<file path="src/rtl/branch_resolve_pkg.sv">
package branch_resolve_pkg;

  localparam int OPC_W = 6;
  localparam int XO_W  = 10;
  localparam int BO_W  = 5;
  localparam int BI_W  = 5;
  localparam int CR_W  = 32;

  localparam logic [OPC_W-1:0] OPC_UNCOND = 6'd18;
  localparam logic [OPC_W-1:0] OPC_COND   = 6'd16;
  localparam logic [OPC_W-1:0] OPC_REGTGT = 6'd19;
  localparam logic [XO_W-1:0]  XO_VIA_LR  = 10'd16;
  localparam logic [XO_W-1:0]  XO_VIA_CTR = 10'd528;

  typedef enum logic [1:0] {
    SRC_DISP_LONG  = 2'd0,
    SRC_DISP_SHORT = 2'd1,
    SRC_CTR        = 2'd2,
    SRC_LR         = 2'd3
  } tgt_src_e;

  typedef struct packed {
    logic     taken;
    tgt_src_e tgtSrc;
    logic     absMode;
    logic     ctrDec;
    logic     lrLoad;
    logic     illegal;
  } strobes_t;

endpackage

</file>
<file path="src/rtl/branch_resolve_ctrl.sv">
module branch_resolve_ctrl
  import branch_resolve_pkg::*;
(
  input  logic [OPC_W-1:0] opcode,
  input  logic [BO_W-1:0]  bo,
  input  logic [BI_W-1:0]  bi,
  input  logic [XO_W-1:0]  xo,
  input  logic             aa,
  input  logic             lk,
  input  logic [CR_W-1:0]  crWord,
  input  logic             ctrDecNz,
  output strobes_t         strobes
);

  typedef enum logic [2:0] {
    FORM_NONE, FORM_UNCOND, FORM_COND, FORM_VIA_LR, FORM_VIA_CTR
  } form_e;

  form_e             form;
  logic [BI_W-1:0]   crIdx;
  logic              crBit;
  logic              crOk;
  logic              cntOk;

  always_comb begin
    form = FORM_NONE;
    if (opcode == OPC_UNCOND)      form = FORM_UNCOND;
    else if (opcode == OPC_COND)   form = FORM_COND;
    else if (opcode == OPC_REGTGT) begin
      if (xo == XO_VIA_LR)         form = FORM_VIA_LR;
      else if (xo == XO_VIA_CTR)   form = FORM_VIA_CTR;
    end
  end

  // Condition bit counted from the most significant end
  assign crIdx = BI_W'(CR_W - 1) - bi;
  assign crBit = crWord[crIdx];
  assign crOk  = bo[4] | (crBit == bo[3]);
  assign cntOk = bo[2] | (ctrDecNz ^ bo[1]);

  always_comb begin
    strobes = '0;
    unique case (form)
      FORM_UNCOND: begin
        strobes.taken   = 1'b1;
        strobes.tgtSrc  = SRC_DISP_LONG;
        strobes.absMode = aa;
        strobes.lrLoad  = lk;
      end
      FORM_COND: begin
        strobes.taken   = cntOk & crOk;
        strobes.tgtSrc  = SRC_DISP_SHORT;
        strobes.absMode = aa;
        strobes.ctrDec  = ~bo[2];
        strobes.lrLoad  = lk & cntOk & crOk;
      end
      FORM_VIA_LR: begin
        strobes.taken   = cntOk & crOk;
        strobes.tgtSrc  = SRC_LR;
        strobes.ctrDec  = ~bo[2];
        strobes.lrLoad  = lk & cntOk & crOk;
      end
      FORM_VIA_CTR: begin
        strobes.tgtSrc  = SRC_CTR;
        if (bo[1]) begin
          strobes.illegal = 1'b1;
        end else begin
          strobes.taken  = crOk;
          strobes.lrLoad = lk & crOk;
        end
      end
      default: ;
    endcase
  end

endmodule

</file>
<file path="src/rtl/branch_resolve_dp.sv">
module branch_resolve_dp
  import branch_resolve_pkg::*;
#(
  parameter int XLEN = 32
) (
  input  logic            clk,
  input  logic            rstN,
  input  logic            inValid,
  input  strobes_t        strobes,
  input  logic [23:0]     dispField,
  input  logic [XLEN-1:0] pc,
  input  logic [XLEN-1:0] ctr,
  input  logic [XLEN-1:0] lr,
  output logic            ctrDecNz,
  output logic            outValid,
  output logic            taken,
  output logic [XLEN-1:0] nextPc,
  output logic            ctrWe,
  output logic [XLEN-1:0] ctrNew,
  output logic            lrWe,
  output logic [XLEN-1:0] lrNew,
  output logic            illegal
);

  localparam int LONG_W  = 26;
  localparam int SHORT_W = 16;
  localparam logic [XLEN-1:0] WORD_STEP = XLEN'(4);
  localparam logic [XLEN-1:0] LOW_CLR   = ~XLEN'(3);

  logic [XLEN-1:0] ctrDec;
  logic [XLEN-1:0] seqPc;
  logic [XLEN-1:0] dispLong;
  logic [XLEN-1:0] dispShort;
  logic [XLEN-1:0] dispSel;
  logic [XLEN-1:0] immTarget;
  logic [XLEN-1:0] target;

  assign ctrDec   = ctr - XLEN'(1);
  assign ctrDecNz = |ctrDec;
  assign seqPc    = pc + WORD_STEP;

  assign dispLong  = {{(XLEN-LONG_W){dispField[23]}}, dispField, 2'b00};
  assign dispShort = {{(XLEN-SHORT_W){dispField[13]}}, dispField[13:0], 2'b00};
  assign dispSel   = (strobes.tgtSrc == SRC_DISP_LONG) ? dispLong : dispShort;
  assign immTarget = strobes.absMode ? dispSel : (pc + dispSel);

  always_comb begin
    unique case (strobes.tgtSrc)
      SRC_CTR: target = ctr & LOW_CLR;
      SRC_LR:  target = lr & LOW_CLR;
      default: target = immTarget;
    endcase
  end

  always_ff @(posedge clk) begin
    if (!rstN || !inValid) begin
      outValid <= 1'b0;
      taken    <= 1'b0;
      nextPc   <= '0;
      ctrWe    <= 1'b0;
      ctrNew   <= '0;
      lrWe     <= 1'b0;
      lrNew    <= '0;
      illegal  <= 1'b0;
    end else begin
      outValid <= 1'b1;
      taken    <= strobes.taken;
      nextPc   <= strobes.taken ? target : seqPc;
      ctrWe    <= strobes.ctrDec;
      ctrNew   <= strobes.ctrDec ? ctrDec : '0;
      lrWe     <= strobes.lrLoad;
      lrNew    <= strobes.lrLoad ? seqPc : '0;
      illegal  <= strobes.illegal;
    end
  end

  // a branch that is not taken falls through to the next word
  p_fallthrough_r7: assert property (@(posedge clk) disable iff (!rstN)
    (outValid && !taken) |-> (nextPc == $past(pc) + WORD_STEP));

  // the count write always carries the decremented count
  p_ctr_decrement_r6: assert property (@(posedge clk) disable iff (!rstN)
    ctrWe |-> (ctrNew == $past(ctr) - XLEN'(1)));

  // link update only on a taken branch, with the return address
  p_link_value_r8: assert property (@(posedge clk) disable iff (!rstN)
    lrWe |-> (taken && lrNew == $past(pc) + WORD_STEP));

  // an illegal form writes nothing and does not branch
  p_illegal_quiet_r10: assert property (@(posedge clk) disable iff (!rstN)
    illegal |-> (outValid && !taken && !ctrWe && !lrWe));

endmodule

</file>
<file path="src/rtl/branch_resolve.sv">
module branch_resolve
  import branch_resolve_pkg::*;
#(
  parameter int XLEN = 32
) (
  input  logic            clk,
  input  logic            rstN,
  input  logic            inValid,
  input  logic [31:0]     instr,
  input  logic [XLEN-1:0] pc,
  input  logic [CR_W-1:0] cr,
  input  logic [XLEN-1:0] ctr,
  input  logic [XLEN-1:0] lr,
  output logic            outValid,
  output logic            taken,
  output logic [XLEN-1:0] nextPc,
  output logic            ctrWe,
  output logic [XLEN-1:0] ctrNew,
  output logic            lrWe,
  output logic [XLEN-1:0] lrNew,
  output logic            illegal
);

  strobes_t strobes;
  logic     ctrDecNz;

  branch_resolve_ctrl ctrl_i (
    .opcode   (instr[31:26]),
    .bo       (instr[25:21]),
    .bi       (instr[20:16]),
    .xo       (instr[10:1]),
    .aa       (instr[1]),
    .lk       (instr[0]),
    .crWord   (cr),
    .ctrDecNz (ctrDecNz),
    .strobes  (strobes)
  );

  branch_resolve_dp #(.XLEN(XLEN)) dp_i (
    .clk       (clk),
    .rstN      (rstN),
    .inValid   (inValid),
    .strobes   (strobes),
    .dispField (instr[25:2]),
    .pc        (pc),
    .ctr       (ctr),
    .lr        (lr),
    .ctrDecNz  (ctrDecNz),
    .outValid  (outValid),
    .taken     (taken),
    .nextPc    (nextPc),
    .ctrWe     (ctrWe),
    .ctrNew    (ctrNew),
    .lrWe      (lrWe),
    .lrNew     (lrNew),
    .illegal   (illegal)
  );

  // a sampled request always produces a marked result
  p_valid_follow_r2: assert property (@(posedge clk) disable iff (!rstN)
    inValid |=> outValid);

  // an idle cycle leaves every output quiet
  p_idle_quiet_r2: assert property (@(posedge clk) disable iff (!rstN)
    !inValid |=> (!outValid && !taken && !ctrWe && !lrWe && !illegal));

endmodule

</file>
<file path="config.mk">
export PLATFORM = sky130hd
export DESIGN_NAME = branch_resolve
export DESIGN_NICKNAME = d
export VERILOG_FILES = /design/src/rtl/branch_resolve_pkg.sv /design/src/rtl/branch_resolve_ctrl.sv /design/src/rtl/branch_resolve_dp.sv /design/src/rtl/branch_resolve.sv
export SDC_FILE = /design/constraint.sdc
export NUM_CORES = 1
export LEC_CHECK = 0
export ABC_AREA = 1
export BUFFER_PORTS_ARGS = -buffer_cell sky130_fd_sc_hd__buf_2
export CAP_MARGIN = 5
export CORE_ASPECT_RATIO = 0.8
export CORE_MARGIN = 2
export CORE_UTILIZATION = 47
export DETAILED_ROUTE_END_ITERATION = 8
export HOLD_SLACK_MARGIN = 0.12
export MAX_ROUTING_LAYER = met4
export PLACE_DENSITY = 0.78
export SLEW_MARGIN = 20
export SYNTH_ARGS = -nofsm -noshare
export SYNTH_HDL_FRONTEND = slang
export SYNTH_HIERARCHICAL = 1
export SYNTH_SLANG_ARGS = --single-unit
</file>
<file path="constraint.sdc">
create_clock -name clk -period 2.7 [get_ports clk]
set_input_delay 0.135 -clock clk [delete_from_list [all_inputs] [get_ports clk]]
set_output_delay 0.135 -clock clk [all_outputs]
set_load 0.005 [all_outputs]
</file>
==> metrics.txt <==
# TYPE chip_impl_metric gauge
chip_impl_metric{name="cts_max_path_buffers",unit=""} 2
chip_impl_metric{name="finalHoldViolCount",unit=""} 0
chip_impl_info{name="holdCritStartpoint",value="lr[23]"} 1
chip_impl_metric{name="syn-num-nets",unit=""} 1599
chip_impl_metric{name="grt_util_met3",unit="%"} 8.86
chip_impl_metric{name="worst_setup_hold_path_clk_slew",unit="ns"} 0.08
chip_impl_info{name="tritoncts",value="done"} 1
chip_impl_info{name="status",value="finished with violations"} 1
chip_impl_metric{name="drt_iter0_drc",unit=""} 1112
chip_impl_metric{name="drt-wirelength-per-cell",unit="um"} 18.5
chip_impl_metric{name="diodes",unit=""} 0
chip_impl_metric{name="cp.required",unit="ns"} 3.00
chip_impl_info{name="crit_top_cell",value="nand2_1"} 1
chip_impl_info{name="worstSetupStartpointType",value="input pin"} 1
chip_impl_metric{name="grt_max_degree",unit=""} 62
chip_impl_metric{name="final.setup.tns",unit="ns"} -0.396
chip_impl_metric{name="combPwrFrac",unit="%"} 36.9
chip_impl_metric{name="final_routed_wirelength_across_all_metal_layers",unit="mm"} 39.0
chip_impl_metric{name="leakage",unit="nW"} 7.01
chip_impl_metric{name="ioPinCount",unit=""} 264
chip_impl_metric{name="sw_frac_of_total",unit="%"} 36.5
chip_impl_metric{name="postSynthRegisterBits",unit=""} 101
chip_impl_metric{name="report.final.setup_viol",unit=""} 6
chip_impl_metric{name="cap_violations",unit=""} 0
chip_impl_metric{name="dr.pass1.iters",unit=""} 6
chip_impl_metric{name="max_slew_margin",unit="%"} 43.0
chip_impl_metric{name="grt_overflow_total",unit=""} 0
chip_impl_metric{name="cts_made_buffers",unit=""} 9
chip_impl_metric{name="synth-edff-count",unit=""} 0
chip_impl_metric{name="critical_path.n_buffers_inverters",unit=""} 5
chip_impl_info{name="yosys_most_used_dff",value="dfxtp_1"} 1
chip_impl_metric{name="worst_hold_path.num_cells",unit=""} 3
chip_impl_info{name="failed_checks",value="setup timing"} 1
chip_impl_metric{name="die_width",unit="um"} 152
chip_impl_info{name="yosys-top-cells-area",value="dfxtp_1 (25%), nand2_1 (18%), inv_1 (9.5%)"} 1
chip_impl_metric{name="antenna_violations_before_repair",unit=""} 0
chip_impl_metric{name="globalRouteTotalUtil",unit="%"} 39.5
chip_impl_metric{name="first_global_vias",unit=""} 10497
chip_impl_metric{name="place_inst",unit=""} 2036
chip_impl_metric{name="asyncSetResetFlopFracSynth",unit="%"} 0
chip_impl_metric{name="final_net_count",unit=""} 2068
chip_impl_info{name="cell_at_the_root_of_the_clock_tree",value="clkbuf_16"} 1
chip_impl_metric{name="internal_power",unit="mW"} 2.87
chip_impl_info{name="crit_path_cell_trace",value="buf_2 -> nor2_4 -> inv_2 -> or3_4 -> nor3_4 -> clkinv_2 -> nand2_8 -> nand2_4 -> o21ai_2 -> inv_1 -> ha_4 -> nand2_2 -> nor2_2 -> buf_4 -> nand2_1 -> nor2_1 -> nand2_1 -> nand4_1 -> nand3_1 -> nand2_1 -> nand2_1 -> a21oi_1"} 1
chip_impl_metric{name="final_cells",unit=""} 2101
chip_impl_metric{name="drive_gt1_share",unit="%"} 39.8
chip_impl_metric{name="fin_hold_ws",unit="ns"} 0.119
chip_impl_metric{name="area_growth",unit="%"} 61.5
chip_impl_metric{name="crit_path_max_fanout",unit=""} 5
chip_impl_metric{name="detailroute.via_count",unit=""} 11532
chip_impl_info{name="end_kind",value="flop"} 1
chip_impl_metric{name="ir_worst_vdd",unit="mV"} 0.416
chip_impl_metric{name="floorplan.initialDensity",unit="%"} 47.8
chip_impl_metric{name="maxSlewViolCount",unit=""} 0
chip_impl_metric{name="worst-endpoint-arrival",unit="ns"} 3.11
chip_impl_metric{name="tightest_slew",unit="ns"} 0.847
chip_impl_info{name="timing.critical_path.from",value="instr[29]"} 1
chip_impl_metric{name="synthCells",unit=""} 1402
chip_impl_info{name="worst-setup-path-type",value="input pin to flop"} 1
chip_impl_info{name="synth_top_area_cell",value="dfxtp_1"} 1
chip_impl_metric{name="pwr_density_cell",unit="mW/mm2"} 340
chip_impl_metric{name="vias_per_cell",unit=""} 5.49
chip_impl_metric{name="cts_num_sinks",unit=""} 101
chip_impl_metric{name="syn_area",unit="mm2"} 0.00823
chip_impl_metric{name="achievable-frequency",unit="MHz"} 355
chip_impl_metric{name="fp.dieArea",unit="mm2"} 0.0186
chip_impl_info{name="critical-path-slowest-cell",value="or3_4"} 1
chip_impl_metric{name="grt_pass1_wl",unit="mm"} 55.8
chip_impl_metric{name="dpl.hpwl",unit="mm"} 29.5
chip_impl_metric{name="groute.layer.met2.usage",unit="%"} 59.1
chip_impl_metric{name="switchingPower",unit="mW"} 1.65
chip_impl_metric{name="synthDominantCellAreaShare",unit="%"} 24.6
chip_impl_metric{name="avgSynthCellArea",unit="um2"} 5.87
chip_impl_metric{name="portBuffers",unit=""} 261
chip_impl_info{name="hold_path_class",value="input pin to flop"} 1
chip_impl_metric{name="use_met1",unit="%"} 52.7
chip_impl_info{name="grt_setup_unrepaired",value="yes"} 1
chip_impl_metric{name="row_count",unit=""} 43
chip_impl_metric{name="synth_warn",unit=""} 6
chip_impl_metric{name="cpPeakStageDelay",unit="ns"} 0.34
chip_impl_info{name="critical_path.top_delay_family",value="simple AND/OR/NAND/NOR gates"} 1
chip_impl_metric{name="synth_seq_area_share",unit="%"} 24.6
chip_impl_metric{name="final.period_utilization",unit="%"} 104
chip_impl_metric{name="yosysUniqueCellTypes",unit=""} 50
chip_impl_metric{name="ant_nets",unit=""} 0
chip_impl_metric{name="clockPowerShare",unit="%"} 29.4
chip_impl_metric{name="worstSetupPathDepth",unit=""} 22
chip_impl_metric{name="cts.htree.levels",unit=""} 3
chip_impl_info{name="synth_commonest_cells",value="nand2_1 (392), inv_1 (208), nor2_1 (202), nand3_1 (127), dfxtp_1 (101)"} 1
chip_impl_metric{name="last_weighted_congestion_value_of_the_routability_driven_placer",unit=""} 1.03
chip_impl_info{name="grt_busiest_layer",value="met2"} 1
chip_impl_info{name="synth_most_common_cell",value="nand2_1"} 1
chip_impl_metric{name="die_extent_in_y",unit="um"} 122
chip_impl_metric{name="final.setup.worst_slack",unit="ns"} -0.115
chip_impl_metric{name="core",unit="mm2"} 0.0172
chip_impl_metric{name="seq_power_share",unit="%"} 33.8
chip_impl_metric{name="drc",unit=""} 0
chip_impl_metric{name="final.min_clock_period",unit="ns"} 2.82
placed cells by master (no fill, tap or decap), types with 6 or more instances in the layout:
| cell type | synthesis | final |
|---|---|---|
| buf_4 | 1 | 194 |
| a21oi_2 | 2 | 20 |
| a21oi_1 | 74 | 54 |
| buf_2 | 3 | 249 |
| nor3_1 | 17 | 13 |
| nand3_2 | 4 | 17 |
| nand2_4 | 0 | 14 |
| nand3_1 | 127 | 111 |
| nand2_2 | 8 | 54 |
| nor2_1 | 202 | 158 |
| a311oi_2 | 0 | 9 |
| buf_12 | 0 | 7 |
| clkbuf_16 | 0 | 11 |
| nor2_2 | 7 | 22 |
| o21ai_0 | 47 | 30 |
| dlygate4sd3_1 | 0 | 18 |
| nand4_1 | 20 | 20 |
| o21ai_2 | 0 | 6 |
| inv_1 | 208 | 186 |
| inv_2 | 4 | 20 |
| ha_4 | 0 | 17 |
| buf_6 | 2 | 17 |
| dfxtp_1 | 101 | 101 |
| o21ai_1 | 2 | 7 |
| nand2_1 | 392 | 331 |
| ha_1 | 33 | 16 |
| nor2_4 | 2 | 31 |
| o21ai_4 | 0 | 6 |
| xor2_1 | 41 | 39 |
cell families (layout without fill, tap and decap cells):
kind of cell	count (synthesis)	in the layout	synth area share, %
AO/OA/AOI/OAI	168	168	11.9
XOR/XNOR	44	44	4.68
adder cells (fa/ha/maj)	34	34	5.26
buffers and inverters	252	725	12.0
flip-flops	101	101	24.6
AND/OR/NAND/NOR	803	804	41.6
area by class of cell:
class / count / area, um2
Timing Repair Buffer: 493 / 3380
Tap cell: 225 / 282
Multi-Input combinational cell: 1050 / 6480
Inverter: 216 / 836
Sequential cell: 101 / 2020
Fill cell: 1329 / 3930
Clock buffer: 9 / 225
Clock inverter: 7 / 62.6
power by group through the flow:
| stage | logic (mW) | clock network (mW) | registers (mW) |
|---|---|---|---|
| global placement | 1.29 | 0 | 1.56 |
| finish | 1.67 | 1.33 | 1.53 |
| floorplan | 0.664 | 0 | 1.56 |
| CTS | 1.41 | 1.33 | 1.52 |
| global route | 1.79 | 1.39 | 1.53 |
| detailed placement | 1.31 | 0 | 1.56 |
final timing paths:
kind | endpoint
worst max-delay path | dp_i/nextPc[28]$_SDFF_PN0_
worst min-delay path | dp_i/nextPc[23]$_SDFF_PN0_
per-stage QoR:
step	cell area [um2]	setup slack [ns]	util (%)	total power [mW]
after floorplan	8290	-0.0114	-	2.22
after global placement	11100	-0.987	64.7	2.85
after detailed placement	11100	-0.965	64.7	2.87
after CTS	12200	-0.0119	71.1	4.26
after global routing	13300	-0.288	77.2	4.70
final	13300	-0.115	77.2	4.52
timing repair:
| item | CTS | global route |
|---|---|---|
| gates resized for setup | 112 | 231 |
| gates cloned | 2 | 3 |
| hold endpoints to repair | 20 | 0 |
| setup buffers | 10 | 19 |
| hold buffers | 18 | 0 |
| pin swaps | 37 | 86 |
| setup endpoints to repair | 66 | 66 |
sequential cells by signal, summed over array words and instances (netlist names):
name,count
dp_i/illegal,1
dp_i/taken,1
dp_i/ctrNew,32
dp_i/lrWe,1
dp_i/outValid,1
dp_i/lrNew,32
dp_i/nextPc,32
dp_i/ctrWe,1
routing by layer:
metal,wire length [um],part of all wire (%)
met5,0,0
met4,1660,4.3
met3,3780,9.7
met2,16900,43
met1,16600,43
Power figures use the tool's default switching activity.
